### config.mk
export PLATFORM = sky130hd
export DESIGN_NAME = oc_channel
export DESIGN_NICKNAME = d
export VERILOG_FILES = /design/src/rtl/oc_pkg.sv /design/src/rtl/oc_cmp_shadow.sv /design/src/rtl/oc_ref_gen.sv /design/src/rtl/oc_out_drv.sv /design/src/rtl/oc_channel.sv
export SDC_FILE = /design/constraint.sdc
export NUM_CORES = 1
export LEC_CHECK = 0
export ABC_AREA = 1
export BUFFER_PORTS_ARGS = -buffer_cell sky130_fd_sc_hd__clkbuf_2
export CAP_MARGIN = 20
export CORE_MARGIN = 1.5
export CORE_UTILIZATION = 50
export CTS_BUF_LIST = sky130_fd_sc_hd__clkbuf_2
export DETAILED_ROUTE_END_ITERATION = 10
export GPL_TIMING_DRIVEN = 1
export PLACE_DENSITY = 0.74
export SLEW_MARGIN = 25
export SYNTH_ARGS = -nofsm -noshare
export SYNTH_HDL_FRONTEND = slang
export SYNTH_SLANG_ARGS = --single-unit
### constraint.sdc
create_clock -name clk -period 4.1 [get_ports clk]
set_clock_uncertainty 0.05 [all_clocks]
set_input_delay 0.615 -clock clk [delete_from_list [all_inputs] [get_ports clk]]
set_output_delay 0.615 -clock clk [all_outputs]
set_load 0.01 [all_outputs]
### src/rtl/oc_pkg.sv
package oc_pkg;
  typedef enum logic [2:0] {
    OCM_FROZEN = 3'b000,
    OCM_SET    = 3'b001,
    OCM_CLR    = 3'b010,
    OCM_TOG    = 3'b011,
    OCM_LO     = 3'b100,
    OCM_HI     = 3'b101,
    OCM_PWMA   = 3'b110,
    OCM_PWMB   = 3'b111
  } ocm_e;

  typedef struct packed {
    ocm_e       mode;
    logic       clr_en;
    logic       shadow_en;
    logic       pol_main;
    logic       pol_comp;
    logic       en;
    logic [1:0] dir;
  } oc_cfg_t;

  localparam logic [1:0] DIR_OUT = 2'b00;
endpackage

### src/rtl/oc_cmp_shadow.sv
module oc_cmp_shadow #(
  parameter int CNT_W = 16
) (
  input  logic             clk,
  input  logic             rst_n,
  input  logic             shadow_en,
  input  logic             we,
  input  logic [CNT_W-1:0] wdata,
  input  logic             upd,
  output logic [CNT_W-1:0] active
);
  logic [CNT_W-1:0] pre_q;
  logic [CNT_W-1:0] act_q;

  // preload and active compare registers
  always_ff @(posedge clk or negedge rst_n) begin
    if (!rst_n) begin
      pre_q <= '0;
      act_q <= '0;
    end else begin
      if (we) pre_q <= wdata;
      if (shadow_en) begin
        if (upd) act_q <= pre_q;
      end else if (we) begin
        act_q <= wdata;
      end
    end
  end

  assign active = act_q;

  assert_shadow_hold_R11: assert property (@(posedge clk) disable iff (!rst_n)
    (shadow_en && !upd) |=> $stable(act_q));
  assert_direct_load_R11: assert property (@(posedge clk) disable iff (!rst_n)
    (!shadow_en && we) |=> (act_q == $past(wdata)));
endmodule

### src/rtl/oc_ref_gen.sv
module oc_ref_gen
  import oc_pkg::*;
#(
  parameter int CNT_W = 16
) (
  input  logic             clk,
  input  logic             rst_n,
  input  ocm_e             mode,
  input  logic             clr_en,
  input  logic             ext_trig,
  input  logic [CNT_W-1:0] cnt,
  input  logic             cnt_down,
  input  logic [CNT_W-1:0] cmp,
  output logic             ref_q
);
  logic match;
  logic res;
  logic pwm_lvl;
  logic clr_hit;
  logic is_pwm;
  logic prev_pwm;
  logic pwm_refresh;
  logic prev_res;
  ocm_e prev_mode;
  logic nxt;

  assign match    = (cnt == cmp);
  // raw compare result = PWM-A level
  assign res      = cnt_down ? (cnt <= cmp) : (cnt < cmp);
  assign pwm_lvl  = (mode == OCM_PWMB) ? ~res : res;
  assign clr_hit  = clr_en && ext_trig;
  assign is_pwm   = (mode == OCM_PWMA) || (mode == OCM_PWMB);
  assign prev_pwm = (prev_mode == OCM_PWMA) || (prev_mode == OCM_PWMB);
  // entry from frozen, swap between PWM modes, or result change
  assign pwm_refresh = (prev_mode == OCM_FROZEN) ||
                       (prev_pwm && (prev_mode != mode)) ||
                       (res != prev_res);

  always_comb begin
    nxt = ref_q;
    if (clr_hit) begin
      nxt = 1'b0;
    end else begin
      unique case (mode)
        OCM_FROZEN: nxt = ref_q;
        OCM_SET:    if (match) nxt = 1'b1;
        OCM_CLR:    if (match) nxt = 1'b0;
        OCM_TOG:    if (match) nxt = ~ref_q;
        OCM_LO:     nxt = 1'b0;
        OCM_HI:     nxt = 1'b1;
        OCM_PWMA,
        OCM_PWMB:   if (pwm_refresh) nxt = pwm_lvl;
        default:    nxt = ref_q;
      endcase
    end
  end

  always_ff @(posedge clk or negedge rst_n) begin
    if (!rst_n) begin
      ref_q     <= 1'b0;
      prev_res  <= 1'b0;
      prev_mode <= OCM_FROZEN;
    end else begin
      ref_q     <= nxt;
      prev_res  <= res;
      prev_mode <= mode;
    end
  end

  assert_clear_wins_R7: assert property (@(posedge clk) disable iff (!rst_n)
    clr_hit |=> !ref_q);
  assert_force_levels_R1: assert property (@(posedge clk) disable iff (!rst_n)
    (!clr_hit && mode == OCM_HI) |=> ref_q);
  assert_frozen_hold_R2: assert property (@(posedge clk) disable iff (!rst_n)
    (!clr_hit && mode == OCM_FROZEN) |=> $stable(ref_q));
  assert_no_match_hold_R3: assert property (@(posedge clk) disable iff (!rst_n)
    (!clr_hit && !match && (mode == OCM_SET || mode == OCM_CLR || mode == OCM_TOG))
      |=> $stable(ref_q));
  assert_pwm_steady_R6: assert property (@(posedge clk) disable iff (!rst_n)
    (!clr_hit && is_pwm && prev_mode == mode && res == prev_res) |=> $stable(ref_q));
endmodule

### src/rtl/oc_out_drv.sv
module oc_out_drv #(
  parameter int N_PINS = 2
) (
  input  logic              active,
  input  logic              ref_lvl,
  input  logic [N_PINS-1:0] pol,
  input  logic [N_PINS-1:0] inv,
  output logic [N_PINS-1:0] pin
);
  // per-pin polarity, inactive level equals polarity bit
  for (genvar i = 0; i < N_PINS; i++) begin : g_pin
    assign pin[i] = active ? (ref_lvl ^ inv[i] ^ pol[i]) : pol[i];
  end
endmodule

### src/rtl/oc_channel.sv
module oc_channel
  import oc_pkg::*;
#(
  parameter int CNT_W = 16
) (
  input  logic             clk,
  input  logic             rst_n,
  input  logic [CNT_W-1:0] cnt_i,
  input  logic             cnt_down_i,
  input  logic             upd_i,
  input  logic             ext_trig_i,
  input  logic             cfg_we_i,
  input  logic [2:0]       cfg_mode_i,
  input  logic             cfg_clr_en_i,
  input  logic             cfg_shadow_i,
  input  logic             cfg_pol_main_i,
  input  logic             cfg_pol_comp_i,
  input  logic             cfg_en_i,
  input  logic [1:0]       cfg_dir_i,
  input  logic             cmp_we_i,
  input  logic [CNT_W-1:0] cmp_wdata_i,
  output logic             ref_o,
  output logic             out_main_o,
  output logic             out_comp_o,
  output logic [1:0]       dir_o
);
  localparam int N_PINS = 2;

  oc_cfg_t          cfg_q;
  logic [CNT_W-1:0] cmp_act;
  logic             ref_lvl;
  logic             chan_active;
  logic [N_PINS-1:0] pins;

  // configuration register, direction locked while enabled
  always_ff @(posedge clk or negedge rst_n) begin
    if (!rst_n) begin
      cfg_q <= '0;
    end else if (cfg_we_i) begin
      cfg_q.mode      <= ocm_e'(cfg_mode_i);
      cfg_q.clr_en    <= cfg_clr_en_i;
      cfg_q.shadow_en <= cfg_shadow_i;
      cfg_q.pol_main  <= cfg_pol_main_i;
      cfg_q.pol_comp  <= cfg_pol_comp_i;
      cfg_q.en        <= cfg_en_i;
      if (!cfg_q.en) cfg_q.dir <= cfg_dir_i;
    end
  end

  oc_cmp_shadow #(.CNT_W(CNT_W)) u_cmp (
    .clk       (clk),
    .rst_n     (rst_n),
    .shadow_en (cfg_q.shadow_en),
    .we        (cmp_we_i),
    .wdata     (cmp_wdata_i),
    .upd       (upd_i),
    .active    (cmp_act)
  );

  oc_ref_gen #(.CNT_W(CNT_W)) u_ref (
    .clk      (clk),
    .rst_n    (rst_n),
    .mode     (cfg_q.mode),
    .clr_en   (cfg_q.clr_en),
    .ext_trig (ext_trig_i),
    .cnt      (cnt_i),
    .cnt_down (cnt_down_i),
    .cmp      (cmp_act),
    .ref_q    (ref_lvl)
  );

  assign chan_active = cfg_q.en && (cfg_q.dir == DIR_OUT);

  oc_out_drv #(.N_PINS(N_PINS)) u_out (
    .active  (chan_active),
    .ref_lvl (ref_lvl),
    .pol     ({cfg_q.pol_comp, cfg_q.pol_main}),
    .inv     (2'b10),
    .pin     (pins)
  );

  assign ref_o      = ref_lvl;
  assign out_main_o = pins[0];
  assign out_comp_o = pins[1];
  assign dir_o      = cfg_q.dir;

  assert_dir_locked_R10: assert property (@(posedge clk) disable iff (!rst_n)
    cfg_q.en |=> $stable(cfg_q.dir));
  assert_idle_pins_R9: assert property (@(posedge clk) disable iff (!rst_n)
    !chan_active |-> (out_main_o == cfg_q.pol_main && out_comp_o == cfg_q.pol_comp));
  assert_pins_opposite_R8: assert property (@(posedge clk) disable iff (!rst_n)
    (chan_active && cfg_q.pol_main == cfg_q.pol_comp) |-> (out_main_o != out_comp_o));
endmodule

==> flow_metrics.py, run 1 <==
metrics = {
    "outcome": {
        "status": "finished clean",
    },
    "placement": {
        "post-place-ws_ns": 1.821,
        "dp_hpwl_um": 3479,
        "numPortBuffers": 53,
        "gp_congestion": 0.8158,
    },
    "setup_path": {
        "cp.required_ns": 4.35,
        "r2r_cells": 5,
        "crit_type": "reg -> reg",
        "rrSetupSlack_ns": 1.80,
        "end_kind": "flip-flop",
        "crit_fanout": 32,
        "worstPathArrival_ns": 2.55,
        "worstReg2RegEnd": "u_cmp.active[4]",
        "r2r-start": "cfg_q[5]",
        "cp-start-kind": "flip-flop",
    },
    "clocking": {
        "post_cts_resized": 0,
        "cts_root_buf": "clkbuf_2",
        "cts_setup_buffers": 0,
        "cts_hold_buffers": 0,
        "clkLatencyLatePin_ns": 0.42,
        "h-tree-depth": 2,
        "clkSinkCount": 47,
        "clkTransAtPathRegs_ns": 0.22,
        "cts_tree": "done",
        "cts_buffer_depth": 2,
        "numCtsBuffers": 5,
    },
    "floorplanning": {
        "die_x_um": 72.80,
        "dieHeight_um": 72.80,
        "io_pins": 54,
        "core-area_sq_mm": 0.004723,
        "rows": 25,
        "start_util": 0.5158,
        "die_area_sq_mm": 0.005300,
    },
    "global_routing": {
        "gr-total-overflow": 0,
        "grt_pass1_wl_um": 7645,
        "busiest_layer": "met2",
        "antenna_found_initial": 0,
        "grt_use_met2": 0.3170,
        "grt_use_met3": 0.04282,
        "first_global_vias": 1804,
        "grt_util_all_layers": 0.1896,
        "grt_max_degree": 48,
        "grtUsageMet1": 0.2473,
    },
    "yosys": {
        "syn_avg_cell_area_sq_um": 8.548,
        "synth_cells": 285,
        "yosysUniqueCellTypes": 21,
        "synth-edff-count": 0,
        "yosysMostFrequentCell": "nand2_1",
        "synthArstFlopShare": 1.000,
        "synth_top_cell_area_share": 0.4828,
        "synth_common_cells": "nand2_1 (66), dfrtp_1 (47), inv_1 (44), o21ai_0 (34), ha_1 (16)",
        "yosys.area.top_type": "dfrtp_1",
        "ys_top_cells_by_area": "dfrtp_1 (48%), nand2_1 (10%), ha_1 (8.2%)",
        "syn_nets": 350,
        "ys_seq_area_frac": 0.4828,
        "ys_warn_count": 0,
        "synth_area_sq_mm": 0.002436,
        "ys_ff_latch": 47,
        "ys.flop_type": "dfrtp_1",
    },
    "layout": {
        "multi_input_area_sq_mm": 0.001041,
        "antennaDiodeCount": 0,
        "finish.utilization": 0.5934,
        "area_growth_syn_to_layout_pct": 15.05,
        "fin_nets": 399,
        "num-fill-cells": 434,
        "drive_gt1_frac": 0.2239,
        "ff_latch_area_sq_mm": 0.001176,
    },
    "drt": {
        "drt_pre_antenna_iters": 4,
        "wl_per_cell_um": 11.24,
        "first_iter_violations": 48,
        "vias": 1898,
        "routed_wl_um": 4519,
        "drc": 0,
        "via_per_inst": 4.721,
        "ant_nets": 0,
    },
    "sta": {
        "layout_setup_ws_ns": 1.799,
        "rsz0062_at_grt": "false",
        "tns_ns": 0,
        "worst_pin_slew_ns": 0.8104,
        "fmax_ghz": 0.4346,
        "finalCritPeriodShare": 0.5612,
        "finalHoldViolations": 0,
        "setup_viol": 0,
        "drv_slew": 0,
        "slew_headroom": 0.4584,
        "finalCriticalPeriod_ns": 2.301,
    },
    "pwr": {
        "leakagePower_nw": 1.497,
        "irDropWorstVdd_v": 0.0001906,
        "power.density_mw_per_mm2": 383.4,
    },
    "min_path": {
        "min_path_type": "in -> async",
    },
    "flow_run": {
        "cap_violations": 0,
    },
}
[per-layer routing]
| layer | up-vias | routed length (um) | part of all wire |
|---|---|---|---|
| met5 | - | 0 | 0 |
| met4 | 0 | 65 | 0.014 |
| met3 | 5 | 164 | 0.036 |
| met2 | 34 | 2058 | 0.46 |
| met1 | 848 | 2230 | 0.49 |
| li1 | 1011 | - | - |
[kinds of logic after synthesis]
| family | Yosys count | synth area share |
|---|---|---|
| AND/OR/NAND/NOR | 94 | 0.1577 |
| AO/OA/AOI/OAI | 62 | 0.1443 |
| buffers and inverters | 56 | 0.08988 |
| flip-flops | 47 | 0.4828 |
| adder cells (fa/ha/maj) | 16 | 0.08218 |
| multiplexers | 7 | 0.03236 |
| XOR/XNOR | 3 | 0.01079 |
[stage by stage]
step           instance area (sq um)  power [W]  hold WS [ns]  instances
2_1_floorplan                   2436  0.0007578        0.2694        285
3_3_place_gp                    2739  0.0008306        0.3530        394
3_5_place_dp                    2739  0.0008447        0.3543        394
4_1_cts                         2803   0.001090        0.2004        402
5_1_grt                         2803   0.001158        0.1944        402
6_report                        2803   0.001075        0.1888        402
[registers in the layout, indices dropped and copies added (netlist names)]
signal and flops:
u_cmp.active 16, u_cmp.pre_q 16, cfg_q 8, u_ref.prev_mode 3, dir_o 2, u_ref.prev_res 1
u_ref.ref_q 1
[cell usage in the layout, fill, tap and decap left out, types with 2 or more instances in the layout]
cell type,netlist,layout
nand2_1,66,66
clkbuf_2,0,58
dfrtp_1,47,47
inv_1,44,44
o21ai_0,34,34
ha_1,16,16
nor2_1,15,15
o211ai_1,15,15
a21oi_1,11,11
mux2_2,7,7
nand3_1,5,5
nor2_2,3,3
nand2_2,3,3
xor2_1,2,2
[critical path, stage by stage, from the launching register on]
cell and delay [ns]:
dfrtp_1 0.79, inv_1 0.34, nand2_1 0.14, nand2_1 0.48
o211ai_1 0.27, o21ai_0 0.11
[power by group]
part,switching (W),total (W),internal [W]
clock,0.000143,0.000243,0.000100
combinational,0.000159,0.000272,0.000113
sequential,0.0000322,0.000560,0.000528
[how the worst max path moves through the flow]
stage,from,endpoint,slack [ns],depth (start not counted)
2_1_floorplan,cnt_i[7],u_ref.ref_q,2.24,12
3_5_place_dp,cmp_we_i,u_cmp.active[14],1.82,5
3_3_place_gp,cfg_q[5],u_cmp.active[7],1.92,5
6_report,cfg_q[5],u_cmp.active[4],1.80,5
5_1_grt,cfg_q[5],u_cmp.active[4],1.43,5
4_1_cts,cfg_q[5],u_cmp.active[4],1.80,5
[area by class of cell]
class | count | area share
inverters | 44 | 0.05893
flip-flops and latches | 47 | 0.4196
well taps | 67 | 0.02991
clock buffers | 5 | 0.008929
repair buffers | 54 | 0.09732
clock inverters | 3 | 0.01384
multi-input cells | 182 | 0.3714
Note: power is estimated with default switching activity, not from simulation.
==> run 2, diff against run 1 <==
--- a/config.mk
+++ b/config.mk
@@ -13,7 +13,7 @@
 export CTS_BUF_LIST = sky130_fd_sc_hd__clkbuf_2
 export DETAILED_ROUTE_END_ITERATION = 10
 export GPL_TIMING_DRIVEN = 1
-export PLACE_DENSITY = 0.74
+export PLACE_DENSITY = 0.77
 export SLEW_MARGIN = 25
 export SYNTH_ARGS = -nofsm -noshare
 export SYNTH_HDL_FRONTEND = slang
==> constraint.sdc (replaced) <==
create_clock -name clk -period 1.9 [get_ports clk]
set_clock_uncertainty 0.05 [all_clocks]
set_input_delay 0.285 -clock clk [delete_from_list [all_inputs] [get_ports clk]]
set_output_delay 0.285 -clock clk [all_outputs]
set_load 0.01 [all_outputs]
==> flow_metrics.py, run 2 (synthesis results as in run 1) <==
metrics = {
    "outcome": {
        "status": "finished clean",
    },
    "clocking": {
        "cts_tree": "done",
        "cts_buffer_depth": 2,
        "cts_root_buf": "clkbuf_2",
        "clkLatencyLatePin_ns": 0.41,
        "h-tree-depth": 2,
        "clkSinkCount": 47,
        "numCtsBuffers": 5,
        "clkTransAtPathRegs_ns": 0.22,
    },
    "drt": {
        "vias": 1957,
        "routed_wl_um": 4619,
        "ant_nets": 0,
        "drt_pre_antenna_iters": 4,
        "first_iter_violations": 100,
        "drc": 0,
        "via_per_inst": 4.727,
        "wl_per_cell_um": 11.16,
    },
    "pwr": {
        "intPower_w": 0.001518,
        "power.density_mw_per_mm2": 769.2,
        "switching_share": 0.3281,
        "power.switching_w": 0.0007415,
        "p_clk_frac": 0.176,
        "irDropWorstVdd_v": 0.0003664,
        "seq_power_share": 0.532,
        "fin_total_pwr_w": 0.002260,
        "comb_power_share": 0.293,
        "leakagePower_nw": 1.541,
    },
    "sta": {
        "rsz0062_at_grt": "true",
        "finalCritPeriodShare": 0.9643,
        "drv_slew": 0,
        "fmax_ghz": 0.5458,
        "slew_headroom": 0.6216,
        "finalCriticalPeriod_ns": 1.832,
        "finalHoldViolations": 0,
        "holdWs_ns": 0.01847,
        "layout_setup_ws_ns": 0.06781,
        "worst_pin_slew_ns": 0.5675,
        "setup_viol": 0,
    },
    "layout": {
        "antennaDiodeCount": 0,
        "finish.utilization": 0.6220,
        "drive_gt1_frac": 0.2680,
        "layout_common_cells": "nand2_1 (65), clkbuf_2 (59), dfrtp_1 (47)",
        "area_growth_syn_to_layout_pct": 20.60,
        "fin_area_sq_mm": 0.002938,
        "fin_nets": 411,
        "layout_commonest_cell": "nand2_1",
    },
    "global_routing": {
        "grt_pass1_wl_um": 7562,
        "grt_util_all_layers": 0.1855,
        "gr-total-overflow": 0,
        "antenna_found_initial": 0,
        "first_global_vias": 1795,
        "grt_max_degree": 48,
    },
    "setup_path": {
        "cp-start-kind": "flip-flop",
        "rrSetupSlack_ns": 0.14,
        "worstPathArrival_ns": 1.50,
        "crit_fanout": 3,
        "end_kind": "output pin",
        "crit_type": "reg -> out",
        "cp.required_ns": 1.56,
    },
    "placement": {
        "place_area_sq_mm": 0.002776,
        "dp_hpwl_um": 3503,
        "gp_congestion": 0.7790,
        "post-place-ws_ns": 0.1335,
        "numPortBuffers": 53,
    },
    "min_path": {
        "min_path_type": "in -> reg",
    },
    "floorplanning": {
        "io_pins": 54,
        "start_util": 0.5158,
        "rows": 25,
        "die_area_sq_mm": 0.005300,
        "core-area_sq_mm": 0.004723,
        "die_x_um": 72.80,
        "dieHeight_um": 72.80,
    },
    "flow_run": {
        "cap_violations": 0,
    },
}
==> run 2: cell count changes in the layout (fill, tap and decap cells not counted), sizes merged <==
cell         delta
buf             +7
bufinv          -1
clkbuf          +1
clkinv          -1
clkinvlp        +1
dlygate4sd3     +5
==> run 2: final cells by class <==
class | count | area [sq um]
Clock buffer | 6 | 30.03
Clock inverter | 2 | 12.51
Fill cell | 414 | 1785
Inverter | 44 | 165.2
Multi-Input combinational cell | 182 | 1095
Sequential cell | 47 | 1176
Tap cell | 67 | 83.83
Timing Repair Buffer | 66 | 375.4
==> run 2: metal layers <==
layer | part of all wire | track usage | wire, um
met1 | 0.48 | 0.2554 | 2206
met4 | 0.025 | 0.08176 | 114
met5 | 0 | 0 | 0
met2 | 0.46 | 0.2956 | 2121
met3 | 0.038 | 0.02348 | 177
==> run 2: power groups by stage <==
stage	registers [W]	clock network (W)	logic, W
4_1_cts	0.00120	0.000411	0.000625
2_1_floorplan	0.00121	0	0.000427
3_5_place_dp	0.00122	0	0.000614
5_1_grt	0.00122	0.000440	0.000768
3_3_place_gp	0.00122	0	0.000590
6_report	0.00120	0.000397	0.000662
==> run 2: timing repair <==
action                                  4_1_cts  5_1_grt
endpoints found under the setup margin        0        2
resized for setup                             0       11
buffers inserted                              0        2
endpoints found under the hold margin        51        0
hold buffers                                  5        0
==> run 2: metrics by stage <==
| step | cells | TNS (ns) |
|---|---|---|
| after floorplan | 285 | 0 |
| after global placement | 399 | 0 |
| after detailed placement | 399 | 0 |
| after CTS | 412 | 0 |
| after global routing | 414 | -0.07522 |
| final | 414 | 0 |
==> run 2: final timing paths <==
kind | start | to | depth (start not counted)
max | dir_o[1] | out_main_o | 5
min | cmp_wdata_i[10] | u_cmp.pre_q[10] | 3
max reg2reg | u_cmp.active[5] | u_ref.ref_q | 14
min reg2reg | cfg_q[7] | u_ref.prev_mode[0] | 0
max in group asynchronous | rst_n | u_cmp.pre_q[5] | 3
min in group asynchronous | rst_n | cfg_q[8] | 3
==> run 2: critical path, cell delays in order (launching register included) <==
cell and delay, ns:
dfrtp_1 0.44, nor2_1 0.11, nand2_1 0.10, nor2_2 0.12, xor2_1 0.16, clkbuf_2 0.15
